File: src/rtl/bsu_pkg.sv
package bsu_pkg;

  typedef enum logic [1:0] {
    OP_FWD = 2'b00,
    OP_REV = 2'b01,
    OP_LZC = 2'b10,
    OP_TZC = 2'b11
  } bsu_op_e;

  // Index/count width large enough for operands up to 128 bits.
  localparam int unsigned CNT_W = 8;

  function automatic logic [CNT_W-1:0] lanes(input logic wide_i,
                                             input logic [CNT_W-1:0] full_w);
    return wide_i ? full_w : (full_w >> 1);
  endfunction

  // Zeros above the highest set bit, given that bit's index.
  function automatic logic [CNT_W-1:0] lead_zeros(input logic [CNT_W-1:0] width_i,
                                                  input logic [CNT_W-1:0] hi_i);
    return width_i - 8'd1 - hi_i;
  endfunction

  function automatic logic is_scan(input bsu_op_e op_i);
    return (op_i == OP_FWD) || (op_i == OP_REV);
  endfunction

endpackage

File: src/rtl/bsu_locator.sv
module bsu_locator #(
  parameter int unsigned W  = 64,
  parameter int unsigned IW = 8
) (
  input  logic [W-1:0]  vec,
  output logic [IW-1:0] lo_idx,
  output logic [IW-1:0] hi_idx,
  output logic          any_set
);

  // Two parallel priority encoders: every bit is examined in the same cycle.
  always_comb begin
    lo_idx = '0;
    for (int i = W - 1; i >= 0; i--) begin
      if (vec[i]) lo_idx = IW'(i);
    end
  end

  always_comb begin
    hi_idx = '0;
    for (int i = 0; i < W; i++) begin
      if (vec[i]) hi_idx = IW'(i);
    end
  end

  assign any_set = |vec;

endmodule

File: src/rtl/bsu_result.sv
module bsu_result
  import bsu_pkg::*;
#(
  parameter int unsigned DATA_W = 64
) (
  input  bsu_op_e           op,
  input  logic              wide,
  input  logic              any_set,
  input  logic [CNT_W-1:0]  lo_idx,
  input  logic [CNT_W-1:0]  hi_idx,
  input  logic [DATA_W-1:0] old_dst,
  output logic [DATA_W-1:0] res,
  output logic              res_zf
);

  localparam logic [CNT_W-1:0] FULL_W = CNT_W'(DATA_W);

  logic [CNT_W-1:0] width_n;
  logic [CNT_W-1:0] cnt;

  always_comb begin
    width_n = lanes(wide, FULL_W);
    cnt     = '0;
    res     = '0;
    res_zf  = 1'b0;
    unique case (op)
      OP_FWD: begin
        res    = any_set ? DATA_W'(lo_idx) : old_dst;
        res_zf = !any_set;
      end
      OP_REV: begin
        res    = any_set ? DATA_W'(hi_idx) : old_dst;
        res_zf = !any_set;
      end
      OP_LZC: begin
        cnt    = any_set ? lead_zeros(width_n, hi_idx) : width_n;
        res    = DATA_W'(cnt);
        res_zf = (cnt == '0);
      end
      OP_TZC: begin
        cnt    = any_set ? lo_idx : width_n;
        res    = DATA_W'(cnt);
        res_zf = (cnt == '0);
      end
      default: begin
        res    = old_dst;
        res_zf = 1'b0;
      end
    endcase
  end

endmodule

File: src/rtl/bitscan_unit.sv
module bitscan_unit
  import bsu_pkg::*;
#(
  parameter int unsigned DATA_W = 64
) (
  input  logic              clk,
  input  logic              rst_n,
  input  logic              in_valid,
  input  logic [1:0]        op,
  input  logic              wide,
  input  logic [DATA_W-1:0] src,
  input  logic [DATA_W-1:0] old_dst,
  output logic              out_valid,
  output logic [DATA_W-1:0] dst,
  output logic              zf
);

  localparam int unsigned HALF_W = DATA_W / 2;

  // Named internal events for the checker.
  logic [DATA_W-1:0] src_eff;
  logic              src_zero;
  logic [CNT_W-1:0]  lo_idx;
  logic [CNT_W-1:0]  hi_idx;
  logic              any_set;
  logic [DATA_W-1:0] res;
  logic              res_zf;
  bsu_op_e           op_e;

  assign op_e     = bsu_op_e'(op);
  assign src_eff  = wide ? src : {{HALF_W{1'b0}}, src[HALF_W-1:0]};
  assign src_zero = !any_set;

  bsu_locator #(.W(DATA_W), .IW(CNT_W)) u_loc (
    .vec     (src_eff),
    .lo_idx  (lo_idx),
    .hi_idx  (hi_idx),
    .any_set (any_set)
  );

  bsu_result #(.DATA_W(DATA_W)) u_res (
    .op      (op_e),
    .wide    (wide),
    .any_set (any_set),
    .lo_idx  (lo_idx),
    .hi_idx  (hi_idx),
    .old_dst (old_dst),
    .res     (res),
    .res_zf  (res_zf)
  );

  always_ff @(posedge clk or negedge rst_n) begin
    if (!rst_n) begin
      out_valid <= 1'b0;
      dst       <= '0;
      zf        <= 1'b0;
    end else begin
      out_valid <= in_valid;
      if (in_valid) begin
        dst <= res;
        zf  <= res_zf;
      end
    end
  end

endmodule

File: config.mk
export PLATFORM = sky130hd
export DESIGN_NAME = bitscan_unit
export DESIGN_NICKNAME = d
export VERILOG_FILES = /design/src/rtl/bsu_pkg.sv /design/src/rtl/bsu_locator.sv /design/src/rtl/bsu_result.sv /design/src/rtl/bitscan_unit.sv
export SDC_FILE = /design/constraint.sdc
export NUM_CORES = 1
export LEC_CHECK = 0
export ABC_CLOCK_PERIOD_IN_PS = 1300
export CAP_MARGIN = 20
export CORE_AREA = 2 2 92 103
export CTS_CLUSTER_SIZE = 12
export DETAILED_ROUTE_END_ITERATION = 12
export DIE_AREA = 0 0 94 105
export DONT_BUFFER_PORTS = 1
export GPL_TIMING_DRIVEN = 1
export HOLD_SLACK_MARGIN = 0.03
export PLACE_DENSITY = 0.73
export SETUP_SLACK_MARGIN = 0.4
export SLEW_MARGIN = 20
export SYNTH_ARGS = -nofsm -noshare
export SYNTH_HDL_FRONTEND = slang
export SYNTH_SLANG_ARGS = --single-unit
File: constraint.sdc
create_clock -name clk -period 1.3 [get_ports clk]
set_clock_uncertainty 0.05 [all_clocks]
set_input_delay 0 -clock clk [delete_from_list [all_inputs] [get_ports clk]]
set_output_delay 0 -clock clk [all_outputs]
set_load 0.02 [all_outputs]
### Word level (Yosys, flattened, before mapping)

Cells that the tools add are included.

| operators by class | value |
|---|---|
| $add $sub $neg | 2 |
| $mul | 0 |
| divide/modulo/power cells | 0 |
| magnitude comparators | 0 |
| equal/unequal tests | 3 |
| shifts and indexed selects | 0 |
| muxes and demuxes | 135 |
| bitwise operators | 0 |
| reductions and logical operators | 6 |

Operator list:

| kind | count |
|---|---|
| 2-to-1 mux 6 bit | 96 |
| case mux 64 bit (4 select lines) | 1 |
| 2-to-1 mux 64 bit | 3 |
| 2-to-1 mux 5 bit | 16 |
| OR reduction 64 bit | 1 |
| 2-to-1 mux 4 bit | 8 |
| logical NOT 8 bit | 2 |
| 2-to-1 mux 8 bit | 2 |
| 2-to-1 mux 3 bit | 4 |
| subtractor 8 x 1 -> 8 bit (second input constant) | 1 |
| subtractor 8 x 6 -> 8 bit | 1 |
| 2-to-1 mux 7 bit | 1 |
| equality test 2 bit (second input constant) | 2 |
| 2-to-1 mux 2 bit | 2 |
| case mux 1 bit (3 select lines) | 1 |
| equality test 2 x 1 -> 1 bit (second input constant) | 1 |
| logical NOT 2 bit | 1 |
| OR reduction 2 bit | 1 |
| logical NOT 1 bit | 1 |
| 2-to-1 mux 1 bit | 1 |

| word-level totals | value |
|---|---|
| bits in registers | 66 |
| bits in latches | 0 |
| bits in writable memories | 0 |
| ROM bits | 0 |
| input bits | 134 |
| output and inout bits | 66 |
| memories | 0 |

### Longest topological paths before layout

Gate-level depths: netlist of run 1.

| depth | value |
|---|---|
| depth in word-level cells | 68 |
| mapped depth | 11 |
| depth with buffers taken out | 10 |

### By module

Synthesis of run 1 repeated with hierarchy kept, for this count alone.

| unflattened totals | value |
|---|---|
| cell total of the unflattened synthesis | 559 |
| area total of the unflattened synthesis | 5124.9 µm² |

Modules (own cells, without submodules):

| module | times used | cells each | area each (µm²) | sequential area each (µm²) |
|---|---|---|---|---|
| bitscan_unit | 1 | 173 | 2855.2 | 1651.6 |
| bsu_locator | 1 | 251 | 1392.6 | 0.0 |
| bsu_result | 1 | 135 | 877.1 | 0.0 |

### Least setup slack after synthesis of run 1

Ideal clock, no wire load.

| timing | value |
|---|---|
| kind | input to register |
| start point | input port src[11] |
| end point | register dst[1] |
| arrival | 1.872 ns |
| data required time | 1.113 ns |
| path slack | -0.759 ns |
| stages on the path | 9 |
| buffers on the path | 1 |
| cell sequence | buf_2 -> or4_1 -> nor2_1 -> o21ai_1 -> or4_1 -> o2111ai_1 -> a21oi_1 -> a222oi_1 -> o31ai_1 |

| on the way | value |
|---|---|
| cells in the longest elaborated chain, start to end | 57 |
| elaborated cells on any way between the ends | 73 |

Ends and longest elaborated chain:

| item | RTL line | source |
|---|---|---|
| start: declaration | bitscan_unit.sv:11 | `input logic [DATA_W-1:0] src,` |
| 2-to-1 mux 64 bit (*) | bitscan_unit.sv:31 | `assign src_eff = wide ? src : {{HALF_W{1'b0}}, src[HALF_W-1:0]};` |
| 2-to-1 mux 4 bit (5 in a row) | bsu_locator.sv:22 | `if (vec[i]) hi_idx = IW'(i);` |
| 2-to-1 mux 5 bit (16 in a row) | bsu_locator.sv:22 |  |
| 2-to-1 mux 6 bit (32 in a row) | bsu_locator.sv:22 |  |
| subtractor 8 x 6 -> 8 bit | bsu_pkg.sv:21 | `return width_i - 8'd1 - hi_i;` |
| 2-to-1 mux 8 bit | bsu_result.sv:36 | `cnt = any_set ? lead_zeros(width_n, hi_idx) : width_n;` |
| case mux 64 bit (4 select lines) (*) | bsu_result.sv:26 | `unique case (op)` |
| end signal: assignment | bitscan_unit.sv:60 | `dst <= res;` |
| end: declaration | bitscan_unit.sv:14 | `output logic [DATA_W-1:0] dst,` |

Every way passes the cells marked *; elsewhere a longest branch is shown, timed or not.
A chain may end at the register's enable or synchronous reset.

### Worst setup path after layout of run 1

| timing | value |
|---|---|
| start point | input port src[13] |
| end point | register dst[30] |

| on the way | value |
|---|---|
| cells in the longest elaborated chain, start to end | 4 |
| elaborated cells on any way between the ends | 5 |

Ends and longest elaborated chain:

| item | RTL line | source |
|---|---|---|
| 2-to-1 mux 64 bit (*) | bitscan_unit.sv:31 |  |
| OR reduction 64 bit (*) | bsu_locator.sv:26 | `assign any_set = \|vec;` |
| 2-to-1 mux 64 bit (on tied branches) | bsu_result.sv:32, bsu_result.sv:28 |  |
| case mux 64 bit (4 select lines) (*) | bsu_result.sv:26 |  |

Marks and branches as above.

==> results.yml, run 1 <==
outcome:
  outcome: "complete, but fails checks"
  violations: "negative hold slack, negative setup slack"
sta:
  post-route-period-util: 1.30
  rsz0062_at_grt: "true"
  slew_viol_final: 0
  fmax_mhz: 590
  fin_ws_ns: -0.395
  worst_slew_pin_slew_ns: 0.566
  fin_crit_ns: 1.70
  relSlewSlack: 0.622
  whs_ns: -0.701
  finalHoldViolCount: 76
  setup-violations-final: 65
clock_tree:
  cts_buffer_depth: 2
  clkTransAtPathRegs_ns: 0.09
  cts_buffers: 9
  htreeDepth: 3
  worstSkewPairLatency_ns: 0.33
  root_buffer: "clkbuf_8"
  cts_sinks: 66
  cts_tree: "done"
  postCtsHoldBufs: 56
synth:
  synth.area.top_cells: "dfrtp_1, a22o_1, nor2_1"
  syn-mean-instance-area_um2: 9.42
  synth_edf_count: 0
  synth_area_leader_cell: "dfrtp_1"
  synth_top_flop_cell: "dfrtp_1"
  ys_ff_latch: 66
  ys_async_sr_fraction: 1.00
  synth_top_cell_area_share: 0.396
  ys_seq_area_frac: 0.396
  synthCells: 443
  synth_nets: 578
  synthDistinctLibCells: 67
  yosys_warnings: 0
  syn-cell-area_um2: 4170
hold_path:
  hp-class: "in2async"
global_route:
  antenna_found_initial: 0
  grt_pass1_wl_um: 23700
  globalRouteOverflowTotal: 0
  grt_max_degree: 67
  grt_usage: 0.303
  grt_pass1_vias: 4610
routing:
  remaining_drc_errors: 0
  viasPerCell: 6.53
  totalWireLength_um: 15500
  wl_per_cell_um: 22.4
  vias: 4525
  drt_first_pass_iters: 4
  ant_nets: 0
  drtIter0Drc: 342
placement:
  io_buffer_count: 0
  dp_hpwl_um: 9560
  globalplace.congestion: 0.886
  place_ws_ns: -0.802
  numPlacedInstances: 594
critical_path:
  startpoint_type: "input port"
  critPathCaptureType: "flip-flop"
  required_ns: 1.52
  critPathMaxFanout: 7
  worst_ep_arrival_time_ns: 1.91
  critical_path_class: "in2reg"
  r2r_slack_ns: 0.28
floorplan:
  ioPinCount: 200
  initial_core_util: 0.475
  fp.dieH_um: 105
  placementRows: 36
  fp.coreArea_um2: 8780
  die_w_um: 94
  die_area_um2: 9870
job:
  drv_cap: 0
pwr:
  cellPowerDensity_nw_per_um2: 793
  p_leak_uw: 0.00264
  peakVddDrop_mv: 0.529
layout:
  mostFrequentLayoutCells: "dfrtp_1, a22o_1, dlygate4sd3_1, buf_4, nor2_1"
  layout_commonest_cell: "dfrtp_1"
  antennaDiodeCount: 0
  final_cells: 693
  syn_to_final_growth_pct: 48.9
  nets: 709
  drive_gt1_frac: 0.282
cells in the mapped netlist, drive strengths merged (8+ instances only):
| master | n |
|---|---|
| a21oi | 28 |
| a22o | 56 |
| a31oi | 9 |
| buf | 11 |
| clkbuf | 11 |
| dfrtp | 66 |
| inv | 24 |
| nand2 | 16 |
| nor2 | 45 |
| nor3 | 14 |
| nor4 | 18 |
| o21ai | 24 |
| o31ai | 11 |
| o41ai | 8 |
layer usage:
layer	wire length, um	global-route usage	share of wire
met5	0	0	0
met4	348	0.0963	0.022
met3	1350	0.0815	0.087
met2	8120	0.542	0.52
met1	5690	0.345	0.37
worst paths after layout:
path	start	endpoint	depth (start not counted)
worst min-delay path	rst_n	dst[13]	0
min in group clk	in_valid	out_valid	0
worst max register to register	dst[1]	dst[1]	2
max in group asynchronous	rst_n	dst[8]	0
worst min register to register	dst[1]	dst[1]	2
worst max-delay path	src[13]	dst[30]	12
where the power goes:
part           switching (uW)  internal, uW  leakage [uW]
clock                     849          1150      0.000114
combinational             336           455       0.00163
sequential               52.4          2090      0.000892
total                    1240          3690       0.00264
logic make-up (layout without fill, tap and decap cells):
group           after synthesis  count (layout)  share of synthesized area
compound gates              195             195                      0.369
xor+xnor                      1               1                    0.00210
fa+ha+maj                     1               1                    0.00300
buf+inv                      47             183                     0.0471
flops                        66              66                      0.396
mux                           4               4                     0.0132
simple gates                129             129                      0.170
metrics by stage:
stage | cell area (um2) | total power, uW | setup TNS, ns | utilization
after global routing | 6220 | 5090 | -22.90 | 0.708
after CTS | 6070 | 4880 | -13.17 | 0.691
final | 6220 | 4930 | -19.32 | 0.708
after floorplan | 4290 | 2570 | -24.68 | -
after detailed placement | 4780 | 2730 | -44.77 | 0.545
after global placement | 4780 | 2720 | -41.47 | 0.545
registers in the layout, summed over array words and instances, names as in the netlist:
signal / cells
dst: 64
out_valid: 1
zf: 1
layout make-up:
type / count / area, um2
Clock buffer: 11 / 141
Sequential cell: 66 / 1660
Multi-Input combinational cell: 330 / 2630
Tap cell: 114 / 143
Fill cell: 643 / 2570
Clock inverter: 5 / 86.3
Timing Repair Buffer: 142 / 1460
Inverter: 25 / 93.8
what timing repair did:
item                                   CTS  global route
gates resized for setup                 41            30
buffers inserted                        18             2
pin swaps                               21            24
endpoints found under the hold margin  132            76
gates cloned                             6             1
setup endpoints to repair               71            78
critical path, cell delays in order:
cell and delay [ns]:
nor4_4 0.24, buf_4 0.15, nand4_1 0.22, buf_4 0.24, nor2_4 0.13, nand2_4 0.08, buf_6 0.12, nor2_4 0.16
buf_6 0.17, buf_12 0.12, buf_16 0.12, a22o_1 0.15
Note: power is estimated with default switching activity, not from simulation.
==> run 2: changes to the inputs <==
Settings changed: ABC_CLOCK_PERIOD_IN_PS 1300 to 1600.
Clock period 1.3 ns to 1.6 ns, I/O delays scaled along.
==> results.yml, run 2 (synthesis gave the netlist of run 1 again) <==
floorplan:
  placementRows: 36
  fp.coreArea_um2: 8780
  die_area_um2: 9870
  die_w_um: 94
  ioPinCount: 200
  initial_core_util: 0.475
  fp.dieH_um: 105
routing:
  viasPerCell: 6.55
  remaining_drc_errors: 0
  wl_per_cell_um: 22.5
  drt_first_pass_iters: 5
  ant_nets: 0
  vias: 4544
  drtIter0Drc: 342
  totalWireLength_um: 15600
critical_path:
  critPathCaptureType: "flip-flop"
  critPathMaxFanout: 6
  crit_top_cell: "o21ai_1"
  critical-path-max-stage-delay_ns: 0.52
  critPathBufInv: 0
  worst_ep_arrival_time_ns: 1.87
  critical_path_class: "in2reg"
  startpoint_type: "input port"
  required_ns: 1.77
  reg2reg_depth: 2
  crit_chain: "or4_4, o21ai_1, o21ai_1, a211oi_1, o21ai_1, a211oi_2, a221oi_2, or3_1"
  crit_start: "src[21]"
  cpMaxStageDelayCell: "or4_4"
  reg2reg_to: "dst[1]"
  critPathTopFamily: "compound AO/OA/AOI/OAI gates"
  timing.rr.start: "dst[1]"
  r2r_slack_ns: 0.45
clock_tree:
  worstSkewPairLatency_ns: 0.32
  cts_buffer_depth: 2
  cts_buffers: 9
  cts_sinks: 66
  root_buffer: "clkbuf_8"
  htreeDepth: 3
  cts_tree: "done"
  clkTransAtPathRegs_ns: 0.08
sta:
  worst_slew_pin_slew_ns: 0.698
  rsz0062_at_grt: "true"
  fin_ws_ns: -0.100
  slew_viol_final: 0
  fin_tns_setup_ns: -0.304
  fin_crit_ns: 1.70
  post-route-period-util: 1.06
  whs_ns: -0.703
  relSlewSlack: 0.533
  fmax_mhz: 588
  setup-violations-final: 7
  finalHoldViolCount: 66
outcome:
  outcome: "complete, but fails checks"
  violations: "negative hold slack, negative setup slack"
pwr:
  comb_power_share: 0.159
  p_clk_frac: 0.399
  cellPowerDensity_nw_per_um2: 641
  peakVddDrop_mv: 0.467
  p_seq_frac: 0.442
  totalPowerFinal_uw: 3980
  p_int_uw: 2980
  sw_frac_of_total: 0.249
  switchingPower_uw: 991
  p_leak_uw: 0.00263
layout:
  registers.top_by_ff_count: "dst"
  largest_register_ffs: 64
  largestRegisters: "dst: 64 flops, out_valid: 1 flops, zf: 1 flops"
  fill_cells: 619
  drive_gt1_frac: 0.240
  layout_commonest_cell: "dlygate4sd3_1"
  utilization: 0.706
  syn_to_final_growth_pct: 48.5
  nets: 709
  mostFrequentLayoutCells: "dlygate4sd3_1, dfrtp_1, a22o_1"
job:
  drv_cap: 0
global_route:
  grt_pass1_wl_um: 23500
  antenna_found_initial: 1
  grt_max_degree: 67
  grt_pass1_vias: 4699
  globalRouteOverflowTotal: 0
  grt_usage: 0.301
hold_path:
  hp-class: "in2async"
placement:
  dp_hpwl_um: 9460
  globalplace.congestion: 0.892
  io_buffer_count: 0
## run 2: cell types whose count changed in the layout (fill, tap and decap cells not counted), sizes merged
cell / change
buf: -15
dlygate4sd3: +15
diode: +1
## run 2: worst max-delay path by stage
stage                        end  cells past startpoint
after detailed placement      zf                      8
final                     dst[2]                      8
after CTS                 dst[2]                      8
after floorplan           dst[4]                      7
after global routing      dst[2]                      8
after global placement        zf                      8
## run 2: worst reg2reg max path: stages, from the launching register on
cell and delay, ns:
dfrtp_1 0.49, a222oi_1 0.37, o31ai_1 0.11
## run 2: area by class of cell
| class | instances | area (um2) | share of cell area |
|---|---|---|---|
| clock inverters | 5 | 86.3 | 0.0139 |
| inverters | 25 | 93.8 | 0.0151 |
| well taps | 114 | 143 | 0.0230 |
| diodes | 1 | 2.50 | 0.000404 |
| repair buffers | 142 | 1440 | 0.232 |
| multi-input cells | 330 | 2650 | 0.427 |
| clock buffers | 11 | 141 | 0.0228 |
| flip-flops and latches | 66 | 1650 | 0.266 |
## run 2: per-stage QoR
stage	area, um2	instances	worst slack [ns]
2_1_floorplan	4290	443	-0.319
3_3_place_gp	4700	583	-0.411
3_5_place_dp	4700	583	-0.524
4_1_cts	6040	685	-0.0412
5_1_grt	6200	694	-0.145
6_report	6200	694	-0.100
## run 2: routing by layer
metal  GRT usage  vias to the layer above  wire length [um]
li1            -                     2043                 -
met1       0.335                     2227              5880
met2       0.524                      232              8110
met3      0.0858                       42              1100
met4       0.133                        0               553
met5           0                        -                 0
## run 2: timing repair
action,in CTS,in global routing
setup endpoints to repair,65,65
setup buffers,12,5
gates cloned,5,1
hold buffers,69,2
pin swaps,20,17
hold endpoints to repair,132,67
gates resized for setup,35,16
## run 2: power by group through the flow
stage	Clock, uW	Combinational (uW)	Sequential, uW
after detailed placement	0	401	1790
after floorplan	0	316	1780
final	1590	632	1760
after global routing	1700	682	1760
after global placement	0	395	1790
after CTS	1600	592	1760
